===== config.mk =====
export PLATFORM = sky130hd
export DESIGN_NAME = ipmb_echo_responder
export DESIGN_NICKNAME = d
export VERILOG_FILES = /design/src/rtl/ipmb_resp_pkg.sv /design/src/rtl/ipmb_rx_capture.sv /design/src/rtl/ipmb_frame_builder.sv /design/src/rtl/ipmb_tx_sequencer.sv /design/src/rtl/ipmb_echo_responder.sv
export SDC_FILE = /design/constraint.sdc
export NUM_CORES = 1
export LEC_CHECK = 0
export ABC_AREA = 1
export BUFFER_PORTS_ARGS = -buffer_cell sky130_fd_sc_hd__buf_4
export CAP_MARGIN = 15
export CORE_UTILIZATION = 55
export CTS_BUF_LIST = sky130_fd_sc_hd__clkbuf_8
export DETAILED_ROUTE_END_ITERATION = 8
export PLACE_DENSITY = 0.74
export SLEW_MARGIN = 20
export SYNTH_ARGS = -nofsm -noshare
export SYNTH_HDL_FRONTEND = slang
export SYNTH_SLANG_ARGS = --single-unit

===== constraint.sdc =====
create_clock -name clk -period 5 [get_ports clk]
set_clock_uncertainty 0.1 [all_clocks]
set_input_delay 0.25 -clock clk [delete_from_list [all_inputs] [get_ports clk]]
set_output_delay 0.25 -clock clk [all_outputs]
set_load 0.01 [all_outputs]

===== src/rtl/ipmb_resp_pkg.sv =====
package ipmb_resp_pkg;

  localparam int RESP_BYTES = 10;
  localparam int HDR_BYTES  = 5;
  localparam int IDX_W      = $clog2(RESP_BYTES);

  localparam logic [7:0] COMPL_OK  = 8'h00;
  localparam logic [7:0] PAYLOAD_A = 8'h55;
  localparam logic [7:0] PAYLOAD_B = 8'h00;

  typedef struct packed {
    logic [7:0] netfn_lun;
    logic [7:0] req_addr;
    logic [7:0] seq_lun;
    logic [7:0] cmd;
  } req_hdr_t;

  typedef enum logic [2:0] {
    TX_IDLE,
    TX_REQ,
    TX_SEND,
    TX_WAIT,
    TX_STOP
  } tx_state_e;

endpackage


===== src/rtl/ipmb_rx_capture.sv =====
module ipmb_rx_capture
  import ipmb_resp_pkg::*;
#(
  parameter int RX_DEPTH = 512,
  parameter int MIN_LEN  = 5
) (
  input  logic       clk,
  input  logic       rst_n,
  input  logic       start_wr,
  input  logic       wr_valid,
  input  logic [7:0] wr_data,
  output req_hdr_t   hdr,
  output logic       frame_ok,
  output logic       overflow
);

  localparam int CW = $clog2(RX_DEPTH + 1);

  logic [CW-1:0] cnt_q;
  req_hdr_t      hdr_q;
  logic          ovf_q;
  logic          room;

  assign room = (cnt_q < CW'(RX_DEPTH));

  always_ff @(posedge clk or negedge rst_n) begin
    if (!rst_n) begin
      cnt_q <= '0;
      hdr_q <= '0;
      ovf_q <= 1'b0;
    end else if (start_wr) begin
      cnt_q <= '0;
      hdr_q <= '0;
      ovf_q <= 1'b0;
    end else if (wr_valid) begin
      if (room) begin
        cnt_q <= cnt_q + 1'b1;
        case (cnt_q)
          CW'(0): hdr_q.netfn_lun <= wr_data;
          CW'(2): hdr_q.req_addr  <= wr_data;
          CW'(3): hdr_q.seq_lun   <= wr_data;
          CW'(4): hdr_q.cmd       <= wr_data;
          default: ;
        endcase
      end else begin
        ovf_q <= 1'b1;
      end
    end
  end

  assign hdr      = hdr_q;
  assign frame_ok = (cnt_q >= CW'(MIN_LEN));
  assign overflow = ovf_q;

endmodule


===== src/rtl/ipmb_frame_builder.sv =====
module ipmb_frame_builder
  import ipmb_resp_pkg::*;
#(
  parameter logic [6:0] OWN_ADDR = 7'h16
) (
  input  req_hdr_t                        hdr,
  output logic [RESP_BYTES-1:0][7:0]      frame
);

  logic [7:0] rq_byte;
  logic [7:0] nf_byte;
  logic [7:0] hdr_sum;
  logic [7:0] body_sum;
  logic [RESP_BYTES-1:0][7:0] pre;

  always_comb begin
    rq_byte = hdr.req_addr;
    nf_byte = {hdr.netfn_lun[7:2] + 6'd1, 2'b00};
    hdr_sum = 8'd0 - rq_byte - nf_byte;

    pre      = '0;
    pre[0]   = rq_byte;
    pre[1]   = nf_byte;
    pre[2]   = hdr_sum;
    pre[3]   = {1'b0, OWN_ADDR};
    pre[4]   = {hdr.seq_lun[7:2], 2'b00};
    pre[5]   = hdr.cmd;
    pre[6]   = COMPL_OK;
    pre[7]   = PAYLOAD_A;
    pre[8]   = PAYLOAD_B;

    body_sum = '0;
    for (int i = 0; i < RESP_BYTES - 1; i++) begin
      body_sum = body_sum + pre[i];
    end

    frame                 = pre;
    frame[RESP_BYTES-1]   = 8'd0 - body_sum;
  end

endmodule


===== src/rtl/ipmb_tx_sequencer.sv =====
module ipmb_tx_sequencer
  import ipmb_resp_pkg::*;
(
  input  logic                       clk,
  input  logic                       rst_n,
  input  logic                       launch,
  input  logic [RESP_BYTES-1:0][7:0] frame,
  input  logic                       bus_grant,
  input  logic                       ctl_ready,
  input  logic                       ack_valid,
  input  logic                       ack_nack,
  output logic                       idle,
  output logic                       bus_req,
  output logic                       ctl_valid,
  output logic                       ctl_first,
  output logic [7:0]                 ctl_data,
  output logic                       ctl_stop
);

  localparam logic [IDX_W-1:0] LAST_IDX = IDX_W'(RESP_BYTES - 1);

  tx_state_e                 st_q;
  logic [IDX_W-1:0]          idx_q;
  logic [RESP_BYTES-1:0][7:0] buf_q;

  always_ff @(posedge clk or negedge rst_n) begin
    if (!rst_n) begin
      st_q  <= TX_IDLE;
      idx_q <= '0;
      buf_q <= '0;
    end else begin
      case (st_q)
        TX_IDLE: if (launch) begin
          buf_q <= frame;
          idx_q <= '0;
          st_q  <= TX_REQ;
        end
        TX_REQ: if (bus_grant) st_q <= TX_SEND;
        TX_SEND: if (ctl_ready) st_q <= TX_WAIT;
        TX_WAIT: if (ack_valid) begin
          if (ack_nack || idx_q == LAST_IDX) begin
            st_q <= TX_STOP;
          end else begin
            idx_q <= idx_q + 1'b1;
            st_q  <= TX_SEND;
          end
        end
        TX_STOP: begin
          st_q  <= TX_IDLE;
          idx_q <= '0;
          buf_q <= '0;
        end
        default: st_q <= TX_IDLE;
      endcase
    end
  end

  assign idle      = (st_q == TX_IDLE);
  assign bus_req   = (st_q != TX_IDLE);
  assign ctl_valid = (st_q == TX_SEND);
  assign ctl_first = (st_q == TX_SEND) && (idx_q == '0);
  assign ctl_data  = (idx_q == '0) ? {1'b0, buf_q[0][7:1]} : buf_q[idx_q];
  assign ctl_stop  = (st_q == TX_STOP);

endmodule


===== src/rtl/ipmb_echo_responder.sv =====
module ipmb_echo_responder
  import ipmb_resp_pkg::*;
#(
  parameter logic [6:0] OWN_ADDR = 7'h16,
  parameter int         RX_DEPTH = 512,
  parameter int         MIN_LEN  = 5
) (
  input  logic       clk,
  input  logic       rst_n,
  input  logic       tgt_start_wr,
  input  logic       tgt_wr_valid,
  input  logic [7:0] tgt_wr_data,
  output logic       tgt_wr_ready,
  input  logic       tgt_stop,
  input  logic       tgt_rd_req,
  output logic       tgt_rd_valid,
  output logic [7:0] tgt_rd_data,
  output logic       rx_overflow,
  output logic       ctl_bus_req,
  input  logic       ctl_bus_grant,
  output logic       ctl_valid,
  output logic       ctl_first,
  output logic [7:0] ctl_data,
  input  logic       ctl_ready,
  input  logic       ctl_ack_valid,
  input  logic       ctl_ack_nack,
  output logic       ctl_stop
);

  req_hdr_t                   hdr;
  logic                       frame_ok;
  logic                       seq_idle;
  logic                       launch;
  logic [RESP_BYTES-1:0][7:0] frame;
  logic                       rd_valid_q;

  ipmb_rx_capture #(
    .RX_DEPTH (RX_DEPTH),
    .MIN_LEN  (MIN_LEN)
  ) u_rx (
    .clk      (clk),
    .rst_n    (rst_n),
    .start_wr (tgt_start_wr),
    .wr_valid (tgt_wr_valid),
    .wr_data  (tgt_wr_data),
    .hdr      (hdr),
    .frame_ok (frame_ok),
    .overflow (rx_overflow)
  );

  ipmb_frame_builder #(
    .OWN_ADDR (OWN_ADDR)
  ) u_build (
    .hdr   (hdr),
    .frame (frame)
  );

  assign launch = tgt_stop && frame_ok && seq_idle;

  ipmb_tx_sequencer u_tx (
    .clk       (clk),
    .rst_n     (rst_n),
    .launch    (launch),
    .frame     (frame),
    .bus_grant (ctl_bus_grant),
    .ctl_ready (ctl_ready),
    .ack_valid (ctl_ack_valid),
    .ack_nack  (ctl_ack_nack),
    .idle      (seq_idle),
    .bus_req   (ctl_bus_req),
    .ctl_valid (ctl_valid),
    .ctl_first (ctl_first),
    .ctl_data  (ctl_data),
    .ctl_stop  (ctl_stop)
  );

  always_ff @(posedge clk or negedge rst_n) begin
    if (!rst_n) rd_valid_q <= 1'b0;
    else        rd_valid_q <= tgt_rd_req;
  end

  assign tgt_rd_valid = rd_valid_q;
  assign tgt_rd_data  = 8'hFF;
  assign tgt_wr_ready = 1'b1;

endmodule


# Yosys cells after proc, flatten, opt, wreduce, memory -nomap -nowiden
# Cells that the tools add are included.
[op_classes]
n_eq_ne = 14
n_div = 0
mux = 28
shifts = 0
order_cmp = 3
bitwise = 0
n_mul = 0
n_addsub = 12
n_reduce_logical = 25
[op_table]
columns = ["op", "count"]
rows = [
  ["one-hot mux 80 bit (2 select lines)", 1],
  ["2-to-1 mux 32 bit", 3],
  ["2-to-1 mux 80 bit", 1],
  ["2-to-1 mux 8 bit", 6],
  ["adder 8 bit", 4],
  ["binary-select mux 8 bit (select 4 bit)", 1],
  ["2-to-1 mux 10 bit", 3],
  ["== test 10 x 2 -> 1 bit, second input constant", 2],
  ["subtractor 1 x 8 -> 8 bit, first input constant", 2],
  ["2-to-1 mux 3 bit", 5],
  ["nonzero test 2 bit", 7],
  ["2-to-1 mux 4 bit", 3],
  ["one-hot mux 3 bit (4 select lines)", 1],
  ["one-hot mux 4 bit (3 select lines)", 1],
  ["AND reduction 3 bit", 4],
  ["adder 10 x 1 -> 10 bit, second input constant", 1],
  ["== test 10 x 3 -> 1 bit, second input constant", 1],
  [">= comparator 10 x 3 -> 1 bit, second input constant", 1],
  ["zero test 10 bit", 1],
  ["< comparator 10 bit, second input constant", 1],
  ["adder 8 x 5 -> 8 bit, second input constant", 1],
  ["adder 8 x 7 -> 8 bit, second input constant", 1],
  ["!= test 2 bit, second input constant", 4],
  ["AND reduction 4 bit", 2],
  ["16 further kinds", 25],
]
[word_totals]
memories = 0
register_bits = 131
mem_bits_ro = 0
ramBits = 0
wordCells = 101
latch_bits = 0
input_bits = 18

# Logic depth before layout (Yosys ltp)
[logic_depth]
ltp_word = 10
ltp_mapped = 27
depth_no_buf = 27

# Hierarchy
# Synthesis repeated with hierarchy kept, for this count alone.
[hier_totals]
hier_cells = 1148
hier_area_um2 = 8548.2
[by_module_without_submodules]
columns = ["mod", "area_each_um2", "cells_each", "instances"]
rows = [
  ["ipmb_tx_sequencer", 4554.4, 620, 1],
  ["ipmb_rx_capture", 2090.8, 257, 1],
  ["ipmb_frame_builder", 1793.0, 257, 1],
  ["ipmb_echo_responder", 110.1, 14, 1],
]

# Worst setup path before layout
# OpenSTA, ideal clock, no wires.
[synth_timing]
kind = "register -> register"
start = "reg u_rx.hdr_q, in the netlist u_rx.hdr[26]"
end = "reg u_tx.buf_q[79] in the netlist's numbering"
path_stages_with_launch = 27
arrival_time_ps = 4452
setup_slack_ps = 331
synth_period_minus_slack_ps = 4669
n_path_buf = 0
setup_ps = 117
path_cell_list = "dfrtp_1 > ha_1 > xor2_1 > inv_1 > ha_1 > ha_1 > nand2_1 > inv_1 > nand4_1 > o211ai_1 > xor2_1 > inv_1 > fa_1 > inv_1 > fa_1 > inv_1 > fa_1 > ha_1 > nand2_1 > inv_1 > nand4_1 > nand3_1 > nand3_1 > nand2_1 > nand2_1 > nand3_1 > nand2_1"
[synth_via]
elab_chain_len = 10
elab_cells_between_ends = 11
[synth_lines]
columns = ["item", "line", "text"]
rows = [
  ["start: declaration", "ipmb_rx_capture.sv:20", "req_hdr_t hdr_q;"],
  ["adder 6 x 1 -> 6 bit *", "ipmb_frame_builder.sv:18", "nf_byte = {hdr.netfn_lun[7:2] + 6'd1, 2'b00};"],
  ["adder 8 bit / subtractor 8 bit (equally long branches)", "ipmb_frame_builder.sv:34, ipmb_frame_builder.sv:19", ""],
  ["adder 8 bit *", "ipmb_frame_builder.sv:34", "body_sum = body_sum + pre[i];"],
  ["adder 8 x 5 -> 8 bit *", "ipmb_frame_builder.sv:34", ""],
  ["adder 8 bit * (2 in a row)", "ipmb_frame_builder.sv:34", ""],
  ["adder 8 x 7 -> 8 bit *", "ipmb_frame_builder.sv:34", ""],
  ["subtractor 1 x 8 -> 8 bit *", "ipmb_frame_builder.sv:38", "frame[RESP_BYTES-1] = 8'd0 - body_sum;"],
  ["2-to-1 mux 80 bit *", "ipmb_tx_sequencer.sv:33", "TX_IDLE: if (launch) begin"],
  ["one-hot mux 80 bit (2 select lines) *", "ipmb_tx_sequencer.sv:32", "case (st_q)"],
  ["end signal: assignment", "ipmb_tx_sequencer.sv:34", "buf_q <= frame;"],
  ["end: declaration", "ipmb_tx_sequencer.sv:24", "logic [RESP_BYTES-1:0][7:0] buf_q;"],
]
# Every way passes the cells marked *; elsewhere a longest branch is shown, timed or not. The select of a mux whose other input is x is not followed.
# A chain may end at the register's enable or synchronous reset.

# Worst setup path in the final report
# Ends and elaborated chain as after synthesis.

==> results.cfg <==
[status]
run_status = complete, no violations

[hold_path]
whs_endpoint = u_rx.overflow$_DFFE_PN0P_
whs_path_depth = 2
min_from = tgt_start_wr
min_path_type = input port to register

[floorplanning]
start_util_pct = 57.3
fp.coreArea_mm2 = 0.00986
rows = 36
die_w_um = 103
ios = 41
die_area_mm2 = 0.0107
die_y_um = 103

[setup_path]
timing.rr.start = u_rx.hdr[26]$_DFFE_PN0P_
cp_num_buf_inv = 7
path_depth = 26
startpoint = u_rx.hdr[26]$_DFFE_PN0P_
r2r_cells = 26
critPathCaptureType = register
critPathRequiredTime_ns = 5.17
slowest_delay_ns = 0.52
slowest_stage = fa_1
r2r_end = u_tx.buf_q[79]$_DFFE_PN0P_
critPathKind = register to register
start_kind = register
cp_max_fo = 5
r2r_slack_ns = 0.17
cp_top_family = adder cells
worstPathArrival_ns = 4.99

[power]
internal_power_mw = 2.18
swShare_pct = 44.3
ir_worst_vdd_v = 0.000410
p_comb_share_pct = 58.7
switchingPower_mw = 1.74
leakage_nw = 3.14
power_density_mw_per_mm2 = 615
pwr-share-seq_pct = 26.4
pwr-share-clk_pct = 14.8

[grt]
track_usage_pct = 27.8
antenna_found_initial = 0
grt_max_degree = 67
grt_overflow = 0
grt_pass1_vias = 4549
grt_pass1_wl_mm = 22.1

[drt]
ant_nets = 0
drtIter0Drc = 449
drc_errors = 0
firstDrtPassIters = 5
wl_per_cell_um = 16.3
vias_per_cell = 5.59
vias = 4833
wl_mm = 14.1

[cells_and_area]
n_fill_cell = 839
seq_area_mm2 = 0.00228
multi_input_area_mm2 = 0.00287
n_antenna_cell = 0
finish.utilization_pct = 64.6
syn2layout_area_growth_pct = 12.6
final_nets = 796
stdcell_area_mm2 = 0.00637
drive_above_1_share_pct = 13.1

[placement]
io_buffers = 31
place_area_mm2 = 0.00593
gp_congestion = 0.937
dp_hpwl_mm = 10.1

[yosys]
synthCells = 691
ys_types = 45
synth_edf_count = 0
ys.flop_type = dfrtp_1
yosysSeqAreaShare_pct = 40.3
yosysWarnings = 0
synth-seq-cells = 91
syn-cell-area_mm2 = 0.00566
avgSynthCellArea_um2 = 8.18
async_flop_share_pct = 100

[cts]
cts_max_level = 3
cts_made_buffers = 9
clk_path_buf_depth = 2
cts_root_buf = clkbuf_8
insertion_delay_ns = 0.38
cts_sinks = 91
cts.clk_slew.worst_paths_ns = 0.10
cts_tree = yes

[job]
max_cap_violations = 0

[sta]
fin_crit_ns = 4.83
finalCritPeriodShare_pct = 96.5
tightest_slew_ns = 1.00
maxSlewHeadroom_pct = 32.9
hold_viol_final = 0
setup_violations = 0
fmax_mhz = 207
slew_violations = 0
[sequential cells by signal (all words and copies together) (netlist names)]
signal / flops
u_tx.st_q: 3
u_rx.overflow: 1
tgt_rd_valid: 1
u_rx.cnt_q: 10
u_tx.idx_q: 4
u_tx.buf_q: 44
u_rx.hdr: 28
[per-stage QoR]
stage / setup TNS (ns) / power, mW / hold WS [ns] / setup WS (ns) / cells
2_1_floorplan: 0 / 2.55 / -0.146 / 0.331 / 699
3_5_place_dp: 0 / 3.07 / 0.0860 / 0.0565 / 841
4_1_cts: 0 / 3.66 / 0.00699 / 0.0370 / 859
6_report: 0 / 3.92 / 0.0177 / 0.173 / 865
5_1_grt: -0.0465 / 4.26 / 0.0251 / -0.0465 / 865
3_3_place_gp: 0 / 2.96 / 0.0835 / 0.245 / 841
[placed cells by master (no fill, tap or decap), types with 3 or more instances in the layout]
master / instances
o211ai_1: 6
a31oi_1: 4
o21ai_1: 9
o21ai_0: 58
conb_1: 9
xor2_1: 5
fa_1: 16
inv_6: 4
o221ai_1: 3
o22ai_1: 23
nor3_1: 7
nand4_1: 8
inv_2: 7
nor2_2: 4
xnor2_1: 5
buf_4: 39
dfrtp_1: 90
a32oi_1: 3
inv_1: 124
clkbuf_8: 9
nor2_1: 25
ha_4: 7
nand2_1: 159
ha_1: 28
nand2_2: 4
a21oi_1: 19
nand3_1: 26
[synthesized netlist by cell type (3+ instances only)]
cell type / count / area, um2
dfrtp_1: 91 / 2280
a21oi_1: 19 / 95.1
buf_6: 5 / 56.3
a31oi_1: 4 / 25.0
xnor2_1: 5 / 43.8
nand4_1: 8 / 50.1
nand2_2: 4 / 25.0
buf_2: 7 / 35.0
inv_2: 5 / 18.8
fa_1: 16 / 320
o22ai_1: 23 / 144
clkbuf_1: 3 / 11.3
nor2_1: 25 / 93.8
o221ai_1: 3 / 26.3
xor2_1: 8 / 70.1
o21ai_1: 9 / 45.0
nor3_1: 7 / 35.0
ha_1: 35 / 438
o211ai_1: 6 / 45.0
a32oi_1: 3 / 26.3
buf_4: 9 / 67.6
o21ai_0: 58 / 290
nand3_1: 28 / 140
nor2_2: 4 / 25.0
nand2_1: 159 / 597
inv_1: 126 / 473
[worst max path at each step]
stage	endpoint	slack (ns)
floorplan	u_tx.buf_q[79]$_DFFE_PN0P_	0.33
global placement	u_tx.buf_q[79]$_DFFE_PN0P_	0.25
detailed placement	u_tx.buf_q[79]$_DFFE_PN0P_	0.06
CTS	u_tx.buf_q[79]$_DFFE_PN0P_	0.04
global route	u_tx.buf_q[79]$_DFFE_PN0P_	-0.05
finish	u_tx.buf_q[79]$_DFFE_PN0P_	0.17
[layer usage]
metal | global-route usage [%] | share of wire, %
met3 | 4.57 | 5.7
met5 | 0 | 0
met2 | 42.4 | 46
met1 | 39.0 | 45
met4 | 12.9 | 3.2
[final cells by class]
class | count | share of cell area (%)
repair buffers | 42 | 5.09
multi-input cells | 451 | 45.1
clock inverters | 7 | 1.63
clock buffers | 9 | 1.94
well taps | 133 | 2.61
inverters | 132 | 7.82
flip-flops and latches | 91 | 35.8
[what timing repair did]
| action | CTS | global route |
|---|---|---|
| hold buffers | 2 | 0 |
| setup buffers | 0 | 6 |
| setup endpoints to repair | 0 | 3 |
| resized for setup | 0 | 21 |
| hold endpoints to repair | 26 | 0 |
[worst register-to-register path, cell delays in order (launching register included)]
cell	delay [ns]
dfrtp_1	0.45
buf_6	0.16
nand3_4	0.10
xor2_4	0.21
ha_4	0.24
ha_4	0.29
nand2_1	0.08
inv_1	0.07
nand4_1	0.08
o211ai_1	0.11
xor2_1	0.20
inv_1	0.10
fa_1	0.49
inv_1	0.05
fa_1	0.48
inv_1	0.05
fa_1	0.52
ha_4	0.21
buf_4	0.13
a21oi_1	0.13
nand3_1	0.12
inv_1	0.07
nand2_1	0.07
nand2_1	0.06
nand2_1	0.04
nand3_1	0.06
nand2_1	0.05
[kinds of logic after synthesis]
| logic type | Yosys count | share of synthesized area [%] |
|---|---|---|
| other | 1 | 0.0663 |
| AOI/OAI and AO/OA | 132 | 13.5 |
| xor gates and xnor gates | 13 | 2.01 |
| buffers and inverters | 157 | 11.9 |
| DFF | 91 | 40.3 |
| adders and majority gates | 51 | 13.4 |
| and+or+nand+nor | 246 | 18.9 |
[power by group through the flow]
stage | Clock (mW) | Combinational, mW | Sequential, mW
after floorplan | 0 | 1.55 | 0.997
after global placement | 0 | 1.93 | 1.03
after detailed placement | 0 | 2.03 | 1.04
after CTS | 0.589 | 2.04 | 1.03
after global routing | 0.617 | 2.59 | 1.05
final | 0.581 | 2.30 | 1.04
No activity file was read; power rests on OpenSTA's default activity.
